## config.mk

```make
export PLATFORM = sky130hd
export DESIGN_NAME = mux_bus_splitter
export DESIGN_NICKNAME = d
export VERILOG_FILES = /design/src/rtl/mux_bus_pkg.sv /design/src/rtl/bank_capture.sv /design/src/rtl/data_gate.sv /design/src/rtl/strobe_qual.sv /design/src/rtl/mux_bus_splitter.sv
export SDC_FILE = /design/constraint.sdc
export NUM_CORES = 1
export LEC_CHECK = 0
export BUFFER_PORTS_ARGS = -buffer_cell sky130_fd_sc_hd__buf_2
export CORE_MARGIN = 2
export CORE_UTILIZATION = 40
export CTS_CLUSTER_DIAMETER = 50
export DETAILED_ROUTE_END_ITERATION = 8
export GPL_TIMING_DRIVEN = 1
export MAX_ROUTING_LAYER = met4
export PLACE_DENSITY = 0.75
export SYNTH_ARGS = -nofsm -noshare
export SYNTH_HDL_FRONTEND = slang
export SYNTH_SLANG_ARGS = --single-unit
```

## constraint.sdc

```tcl
create_clock -name clk -period 1.3 [get_ports clk]
set_input_delay 0 -clock clk [delete_from_list [all_inputs] [get_ports clk]]
set_output_delay 0 -clock clk [all_outputs]
set_load 0.02 [all_outputs]
```

## src/rtl/mux_bus_pkg.sv

```systemverilog
package mux_bus_pkg;
  typedef enum logic [1:0] {
    CYC_INTERNAL = 2'b00,
    CYC_PROG     = 2'b01,
    CYC_DATA     = 2'b10,
    CYC_OPFETCH  = 2'b11
  } cyc_e;
endpackage

```

## src/rtl/bank_capture.sv

```systemverilog
module bank_capture #(
  parameter int BANK_W = 8
) (
  input  logic              clk,
  input  logic              rst,
  input  logic              phi2,
  input  logic              emu,
  input  logic [BANK_W-1:0] mbus,
  output logic [BANK_W-1:0] bank_q
);
  always_ff @(posedge clk) begin
    if (rst)        bank_q <= '0;
    else if (!phi2) bank_q <= emu ? '0 : mbus;
  end


  bank_hold_chk: assert property (@(posedge clk) disable iff (rst)
    phi2 |=> $stable(bank_q));

  bank_emu_zero_chk: assert property (@(posedge clk) disable iff (rst)
    (!phi2 && emu) |=> (bank_q == '0));

  bank_follow_chk: assert property (@(posedge clk) disable iff (rst)
    (!phi2 && !emu) |=> (bank_q == $past(mbus)));
endmodule

```

## src/rtl/data_gate.sv

```systemverilog
module data_gate #(
  parameter int DATA_W = 8
) (
  input  logic              clk,
  input  logic              rst,
  input  logic              phi2,
  input  logic [DATA_W-1:0] mbus,
  output logic              dbuf_en,
  output logic [DATA_W-1:0] dout
);
  always_ff @(posedge clk) begin
    if (rst) begin
      dbuf_en <= 1'b0;
      dout    <= '0;
    end else begin
      dbuf_en <= phi2;
      dout    <= phi2 ? mbus : '0;
    end
  end


  data_quiet_chk: assert property (@(posedge clk) disable iff (rst)
    !phi2 |=> (!dbuf_en && dout == '0));
endmodule

```

## src/rtl/strobe_qual.sv

```systemverilog
module strobe_qual
  import mux_bus_pkg::*;
(
  input  logic clk,
  input  logic rst,
  input  logic phi2,
  input  logic rw,
  input  cyc_e cyc,
  output logic addr_ok,
  output logic opfetch,
  output logic rd_n,
  output logic wr_n
);
  logic valid;
  assign valid = (cyc != CYC_INTERNAL);

  always_ff @(posedge clk) begin
    if (rst) begin
      addr_ok <= 1'b0;
      opfetch <= 1'b0;
      rd_n    <= 1'b1;
      wr_n    <= 1'b1;
    end else begin
      addr_ok <= valid;
      opfetch <= (cyc == CYC_OPFETCH);
      rd_n    <= !(phi2 && rw && valid);
      wr_n    <= !(phi2 && !rw && valid);
    end
  end


  strobe_excl_chk: assert property (@(posedge clk) disable iff (rst)
    !(!rd_n && !wr_n));

  internal_quiet_chk: assert property (@(posedge clk) disable iff (rst)
    (cyc == CYC_INTERNAL) |=> (rd_n && wr_n && !addr_ok));

  read_fire_chk: assert property (@(posedge clk) disable iff (rst)
    (phi2 && rw && cyc != CYC_INTERNAL) |=> !rd_n);

  write_fire_chk: assert property (@(posedge clk) disable iff (rst)
    (phi2 && !rw && cyc != CYC_INTERNAL) |=> !wr_n);
endmodule

```

## src/rtl/mux_bus_splitter.sv

```systemverilog
module mux_bus_splitter
  import mux_bus_pkg::*;
#(
  parameter int ADDR_W = 16,
  parameter int BANK_W = 8
) (
  input  logic                     clk,
  input  logic                     rst,
  input  logic                     phi2,
  input  logic [ADDR_W-1:0]        addr,
  input  logic [BANK_W-1:0]        mbus,
  input  logic                     rw,
  input  logic                     vda,
  input  logic                     vpa,
  input  logic                     emu,
  output logic [ADDR_W+BANK_W-1:0] qaddr,
  output logic                     addr_ok,
  output logic                     opfetch,
  output logic                     dbuf_en,
  output logic [BANK_W-1:0]        dout,
  output logic                     rd_n,
  output logic                     wr_n
);
  localparam int FULL_W = ADDR_W + BANK_W;

  logic [BANK_W-1:0] bank_q;
  logic [ADDR_W-1:0] addr_q;
  cyc_e              cyc;

  assign cyc = cyc_e'({vda, vpa});

  always_ff @(posedge clk) begin
    if (rst) addr_q <= '0;
    else     addr_q <= addr;
  end

  assign qaddr = {bank_q, addr_q};

  bank_capture #(.BANK_W(BANK_W)) u_bank (
    .clk(clk), .rst(rst), .phi2(phi2), .emu(emu), .mbus(mbus), .bank_q(bank_q)
  );

  data_gate #(.DATA_W(BANK_W)) u_data (
    .clk(clk), .rst(rst), .phi2(phi2), .mbus(mbus), .dbuf_en(dbuf_en), .dout(dout)
  );

  strobe_qual u_strb (
    .clk(clk), .rst(rst), .phi2(phi2), .rw(rw), .cyc(cyc),
    .addr_ok(addr_ok), .opfetch(opfetch), .rd_n(rd_n), .wr_n(wr_n)
  );


  low_addr_chk: assert property (@(posedge clk) disable iff (rst)
    1'b1 |=> (qaddr[ADDR_W-1:0] == $past(addr)));

  reset_idle_chk: assert property (@(posedge clk)
    rst |=> (qaddr == FULL_W'(0) && rd_n && wr_n && !dbuf_en));
endmodule

```

; Yosys cells after proc, flatten, opt, wreduce, memory -nomap -nowiden
; Index checks and enable logic that the tools add are counted.
; W data, S select, Z words.
[totals]
reg_bits = 37
latch_bits = 0
ramBits = 0
mem_bits_ro = 0
output_inout_bits = 37
elab_cells = 20
n_memories = 0
[classes]
addsub = 0
multipliers = 0
div = 0
magnitude_cmp = 0
n_eq_ne = 1
n_shift = 0
mux = 1
bitwise = 1
n_reduce_logical = 9
[ops]
columns = operator, count
row1 = $mux W8, 1
row2 = $logic_and A1 B1 Y1, 4
row3 = $logic_not A1 Y1, 3
row4 = $eq A2 B2 Y1 const B, 1
row5 = $reduce_bool A2 Y1, 1
row6 = $reduce_or A2 Y1, 1
row7 = $not A1 Y1, 1

; Logic depth before layout (Yosys ltp)
; Gate-level depths: netlist of run 1.
[depth]
ltp_word = 4
ltp_mapped = 4

; Modules after synthesis
; From an unflattened synthesis of run 1, not the netlist that was laid out.
[hier_totals]
hier_cells = 96
area_unflattened_um2 = 1162.4
[by_module_without_submodules]
columns = mod, instances, cells_per_inst, area_each_um2
row1 = mux_bus_splitter, 1, 33, 464.2
row2 = bank_capture, 1, 36, 325.3
row3 = data_gate, 1, 18, 256.5
row4 = strobe_qual, 1, 9, 116.4

; Least setup slack after synthesis of run 1
; No wires, ideal clock.
[synth_path]
path_type = reg2reg
startpoint = register u_bank.bank_q[6] (netlist name)
endpoint = register u_bank.bank_q[6]
arrival_ps = 624
slack_ps = 603
path_stages_with_launch = 3
path_buffers = 0
synth_period_minus_slack_ps = 697
path_cell_list = dfxtp_1 nand2_1 o22ai_2
[synth_lines]
columns = item, line
row1 = to (signal assigned), bank_capture.sv:13  ; else if (!phi2) bank_q <= emu ? '0 : mbus;
row2 = to (decl), bank_capture.sv:9  ; output logic [BANK_W-1:0] bank_q

; Final worst setup path of run 1
[layout_path]
startpoint = input vda
endpoint = register u_strb.rd_n
[layout_via]
elab_chain_cells = 3
[layout_rtl]
columns = item, line
row1 = from (decl), mux_bus_splitter.sv:13  ; input logic vda,
row2 = $reduce_bool A2 Y1, strobe_qual.sv:15  ; assign valid = (cyc != CYC_INTERNAL);
row3 = $logic_and A1 B1 Y1, strobe_qual.sv:26  ; rd_n <= !(phi2 && rw && valid);
row4 = $logic_not A1 Y1, strobe_qual.sv:26
row5 = to (signal assigned), strobe_qual.sv:26
row6 = to (decl), strobe_qual.sv:11  ; output logic rd_n,
; Every way passes these cells.
; A chain may end at the register's enable or synchronous reset.

==> flow_summary.toml, run 1 <==
[power_and_ir_drop]
power.leakage_nw = 0.918
intPower_mw = 1.95
p_sw_mw = 0.534
power_density_mw_per_mm2 = 1300
pwr-share-clk_pct = 38.4
switching_share_pct = 21.5
ir_drop_uv = 1200
p_seq_share_pct = 48.3
combPwrFrac_pct = 13.4

[timing]
tns_ns = 0
slew-limit-headroom_pct = 79.9
fin_crit_ns = 1.22
fmax_mhz = 823
worst_slew_pin_slew_ns = 0.302
finClkSkew_ns = 0
finalSetupViolCount = 0
timing.final.crit_share_pct = 93.5
final_max_slew_viol_count = 0
hold_viol_final = 0
fin_ws_ns = 0.0844
rsz0062_at_grt = "no"

[cts]
numCtsBuffers = 5
cts.sinks = 37
clock_latency_ns = 0.33
htreeDepth = 2
cts_root_buf = "clkbuf_4"
cts_resized = 0
cts_setup_buffers = 0
ctsLongestPathBuffers = 2
cts_tree = "built"
clk_pin_slew_worst_paths_ns = 0.11

[global_routing]
grt_overflow = 0
grt.total_usage_pct = 20.3
grt_pass1_vias = 1147
grt_max_degree = 34
grt_pass1_wl_um = 4780
antenna_found_initial = 0

[floorplan]
fp.dieH_um = 56.9
core-area_mm2 = 0.00271
core.rowCount = 19
pin_count = 68
die_width_um = 56.9
dieArea_mm2 = 0.00324
initial_core_util_pct = 41.3

[placed_design]
port_buffers = 67
post-place-ws_ns = 0.450
place_hpwl_um = 1660
place_area_mm2 = 0.00147
gp_congestion = 0.710

[detailed_routing]
routed_wl_um = 2880
vias = 1063
vias_per_cell = 4.52
routedWlPerCell_um = 12.3
drtAntennaViolNets = 0
firstDrtPassIters = 2
drt_iter0_markers = 13
drc_errors = 0

[status]
status = "complete, no violations"

[critical_path]
critPathArrivalTime_ns = 1.50
ff2ff_path_depth = 2
crit_path_start_kind = "input port"
path_max_fanout = 3
r2r_slack_ns = 0.66
crit_start = "vda"
r2r_end = "u_bank.bank_q[7]"
setup.worst_path.class = "in -> reg"
end_kind = "flop"
reg2reg_from = "u_bank.bank_q[7]"
required_ns = 1.58

[final_layout]
final_cell_mix = "67 x buf_2, 37 x dfxtp_1, 34 x dlygate4sd3_1, 16 x nor2b_1, 9 x nand2_1"
drive_gt1_share_pct = 39.7
diodes = 0
synthToLayoutAreaGrowth_pct = 71.0
fin_nets = 234
finalInstanceArea_mm2 = 0.00191
final_common_cell = "buf_2"

[worst_hold_path]
hp-start = "rst"
hold_class = "in -> reg"
hold_end = "u_data.dout[2]"
hold_path_depth = 4

[synth]
synth_fa_ha_area_share_pct = 0
syn_avg_cell_area_um2 = 11.3
synthSimpleGateAreaFrac_pct = 25.2
syn_area_mm2 = 0.00112
synth_compound_area_share_pct = 5.26
ys_seq_area_share_pct = 66.2
synth-xor-area-share_pct = 0
syn-num-nets = 130
synth_seq_cells = 37
synth_mux_area_share_pct = 0
synthCells = 99
yosysWarnings = 0
synth_cell_types = 19
synth_top_family_by_area = "simple AND/OR/NAND/NOR gates"

[flow_run]
drv_cap = 0
worst max-delay path by stage:
stage / slack, ns / endpoint / cells past startpoint
after global routing: 0.02 / u_strb.rd_n / 5
after CTS: 0.11 / u_strb.rd_n / 5
after floorplan: 0.60 / u_bank.bank_q[6] / 2
after global placement: 0.50 / u_strb.wr_n / 3
final: 0.08 / u_strb.rd_n / 5
after detailed placement: 0.45 / u_strb.wr_n / 3
Yosys cell counts (all sizes together):
master | n | area share (%)
nor2b | 17 | 9.7
nand2 | 9 | 3.0
dfxtp | 37 | 66
a21oi | 1 | 0.78
nand2b | 7 | 3.9
clkbuf | 2 | 0.78
or2 | 1 | 0.56
nor2 | 3 | 1.0
o22ai | 7 | 4.5
and2 | 8 | 4.5
nand3b | 1 | 0.67
buf | 4 | 2.6
or3b | 2 | 1.8
routing by layer:
| metal | vias up | share of wire [%] | track usage, % |
|---|---|---|---|
| met3 | 6 | 7.2 | 7.37 |
| li1 | 518 | - | - |
| met2 | 50 | 57 | 40.1 |
| met1 | 489 | 34 | 17.1 |
| met4 | 0 | 1.4 | 6.31 |
| met5 | - | 0 | - |
state kept, by name (all words and copies together) (netlist names):
| name | count |
|---|---|
| u_strb.addr_ok | 1 |
| u_strb.rd_n | 1 |
| u_data.dbuf_en | 1 |
| u_bank.bank_q | 8 |
| u_strb.opfetch | 1 |
| addr_q | 16 |
| u_data.dout | 8 |
| u_strb.wr_n | 1 |
cell type report:
| cell class | instances | area (um^2) |
|---|---|---|
| clock buffer | 5 | 37.5 |
| clock inverter | 3 | 65.1 |
| fill | 210 | 797 |
| multi-input combinational | 56 | 340 |
| sequential | 37 | 741 |
| tap | 31 | 38.8 |
| timing repair buffer | 103 | 691 |
kinds of logic (layout without fill, tap and decap cells):
family	count (synthesis)	in the layout
buffers and inverters	6	111
AO/OA/AOI/OAI	8	8
flip-flops	37	37
AND/OR/NAND/NOR	48	48
critical path: stages:
cell and delay, ns:
dlygate4sd3_1 0.53, buf_2 0.14, nor2_1 0.16, nand3b_1 0.13, dlygate4sd3_1 0.53
per-stage QoR:
stage	power (mW)	utilization [%]	hold slack, ns	std cells
CTS	2.50	70.6	0.124	235
global placement	1.47	54.2	0.205	193
floorplan	1.37	-	0.0863	99
finish	2.49	70.6	0.152	235
detailed placement	1.48	54.2	0.215	193
global route	2.58	70.6	0.139	235
power groups by stage:
| stage | Clock (mW) | Sequential [mW] | Combinational [mW] |
|---|---|---|---|
| floorplan | 0 | 1.30 | 0.0749 |
| global placement | 0 | 1.22 | 0.245 |
| detailed placement | 0 | 1.23 | 0.252 |
| CTS | 0.974 | 1.20 | 0.329 |
| global route | 1.01 | 1.21 | 0.360 |
| finish | 0.954 | 1.20 | 0.332 |
timing repair:
item,in CTS,in global routing
hold buffers,34,0
endpoints found under the hold margin,37,0
setup endpoints to repair,0,0
Power figures use the tool's default switching activity.
==> inputs of run 2 (changes only) <==
- CORE_UTILIZATION: 40 -> 37
- PLACE_DENSITY: 0.75 -> 0.73
- clock period: 1.3 -> 1 ns (I/O delays scaled with it)
==> run 2 against run 1 <==
The flow now finishes with violations (DRC). Worst setup slack got worse by 0.039 ns. Critical path depth shrank 1. Combinational power grew 29%. Cell count is 1.3% lower. Clock skew is the same. Worst hold slack got worse by 0.047 ns. First-iteration DRC count grew 31%. Register-to-register slack got worse by 0.31 ns. Sequential power grew 30%. Clock power shrank 21%. Highest routed layer unchanged. Die area grew 7.5%. Global-route usage fell by 2.5 points.
==> flow_summary.toml, run 2 (synthesized netlist as in run 1, its figures left out) <==
[status]
status = "finished with violations"
violations = "DRC"

[power_and_ir_drop]
power_density_mw_per_mm2 = 1480
ir_drop_uv = 942
power_mw = 2.74
power.leakage_nw = 0.887

[timing]
finClkSkew_ns = 0
worst_slew_pin_slew_ns = 0.254
fin_crit_ns = 0.955
slew-limit-headroom_pct = 83.1
rsz0062_at_grt = "no"
hold_viol_final = 0
fmax_mhz = 1050
timing.final.crit_share_pct = 95.5
final_max_slew_viol_count = 0
fin_worst_hold_slack_ns = 0.105
fin_ws_ns = 0.0453
tns_ns = 0
finalSetupViolCount = 0

[cts]
cts.sinks = 37
cts_tree = "built"
cts_root_buf = "clkbuf_4"
numCtsBuffers = 5
clock_latency_ns = 0.34
ctsLongestPathBuffers = 2
clk_pin_slew_worst_paths_ns = 0.11
htreeDepth = 2

[placed_design]
place_area_mm2 = 0.00148
gp_congestion = 0.706
dp_cells = 193
port_buffers = 67
place_hpwl_um = 1740
post-place-ws_ns = 0.170

[critical_path]
r2r_end = "u_bank.bank_q[1]"
cp_top_family = "buffers and inverters"
path_cells = "buf_2 -> dlygate4sd3_1 -> or3b_4 -> a21oi_2"
crit_buf_inv = 2
ff2ff_path_depth = 2
setup.worst_path.class = "in -> reg"
required_ns = 1.28
reg2reg_from = "u_bank.bank_q[1]"
r2r_slack_ns = 0.35
slowest_stage = "dlygate4sd3_1"
crit_path_start_kind = "input port"
end_kind = "flop"
critPathArrivalTime_ns = 1.24
slowest_delay_ns = 0.59
path_max_fanout = 4

[global_routing]
grt_pass1_wl_um = 4300
antenna_found_initial = 0
grt_pass1_vias = 1041
grt.total_usage_pct = 17.8
grt_overflow = 0
grt_max_degree = 34

[flow_run]
drv_cap = 0

[detailed_routing]
vias = 1053
dr.max_layer_used = "met4"
drc_errors = 6
firstDrtPassIters = 6
drt_iter0_markers = 17
vias_per_cell = 4.54
wl_met3_um = 295
drt-met1-wl_um = 941
routed_wl_um = 2770
routedWlPerCell_um = 11.9
routed-wl-met2_um = 1480
drtAntennaViolNets = 0

[final_layout]
final_cell_mix = "67 x buf_2, 37 x dfxtp_1, 31 x dlygate4sd3_1, 16 x nor2b_1, 9 x nand2_1"
largest-register = "addr_q"
synthToLayoutAreaGrowth_pct = 65.2
largest_register_ffs = 16
fin_nets = 231
utilization_pct = 65.9
final_common_cell = "buf_2"
instances_no_fill = 232
biggestRegsByFlops = "addr_q: 16 flops, u_bank.bank_q: 8 flops, u_data.dout: 8 flops"
finalInstanceArea_mm2 = 0.00185
diodes = 0
drive_gt1_share_pct = 40.3

[floorplan]
dieArea_mm2 = 0.00348
die_width_um = 59.0
pin_count = 68
initial_core_util_pct = 39.9
core-area_mm2 = 0.00281
fp.dieH_um = 59.0
core.rowCount = 19

[worst_hold_path]
hold_class = "in -> reg"
hold_end = "u_strb.wr_n"
hp-start = "phi2"
hold_path_depth = 3
run 2: power by group:
| part | leakage, nW | total [mW] | switching, mW | internal (mW) |
|---|---|---|---|---|
| combinational | 0.550 | 0.429 | 0.207 | 0.223 |
| sequential | 0.306 | 1.56 | 0.0190 | 1.54 |
| clock | 0.0310 | 0.749 | 0.484 | 0.265 |
run 2: repair_timing:
| item | 4_1_cts | 5_1_grt |
|---|---|---|
| endpoints found under the hold margin | 36 | 0 |
| buffers inserted | 0 | 0 |
| hold buffers | 31 | 0 |
| resized for setup | 0 | 0 |
run 2: metal layers:
metal	global-route usage [%]	up-vias
met4	6.82	0
met2	32.9	57
met1	15.3	477
met3	8.52	7
met5	-	-
li1	-	512
run 2: area by class of cell:
class	count	area (um^2)
timing repair buffer	100	673
clock inverter	3	17.5
fill	219	957
tap	31	38.8
multi-input combinational	56	340
clock buffer	5	37.5
sequential	37	741
run 2: tightest hold or removal path: cells and delay by family:
| kind | cells | cell delay (ns) |
|---|---|---|
| and+or+nand+nor | 2 | 0.29 |
| buffers and inverters | 1 | 0.12 |
run 2: how the worst max path moves through the flow:
stage | start | end | slack, ns | depth (start not counted)
6_report | phi2 | u_bank.bank_q[2] | 0.05 | 4
5_1_grt | phi2 | u_bank.bank_q[2] | 0.02 | 4
4_1_cts | phi2 | u_bank.bank_q[2] | 0.06 | 4
3_5_place_dp | phi2 | u_strb.wr_n | 0.17 | 3
3_3_place_gp | phi2 | u_strb.wr_n | 0.19 | 3
2_1_floorplan | u_bank.bank_q[6] | u_bank.bank_q[6] | 0.30 | 2
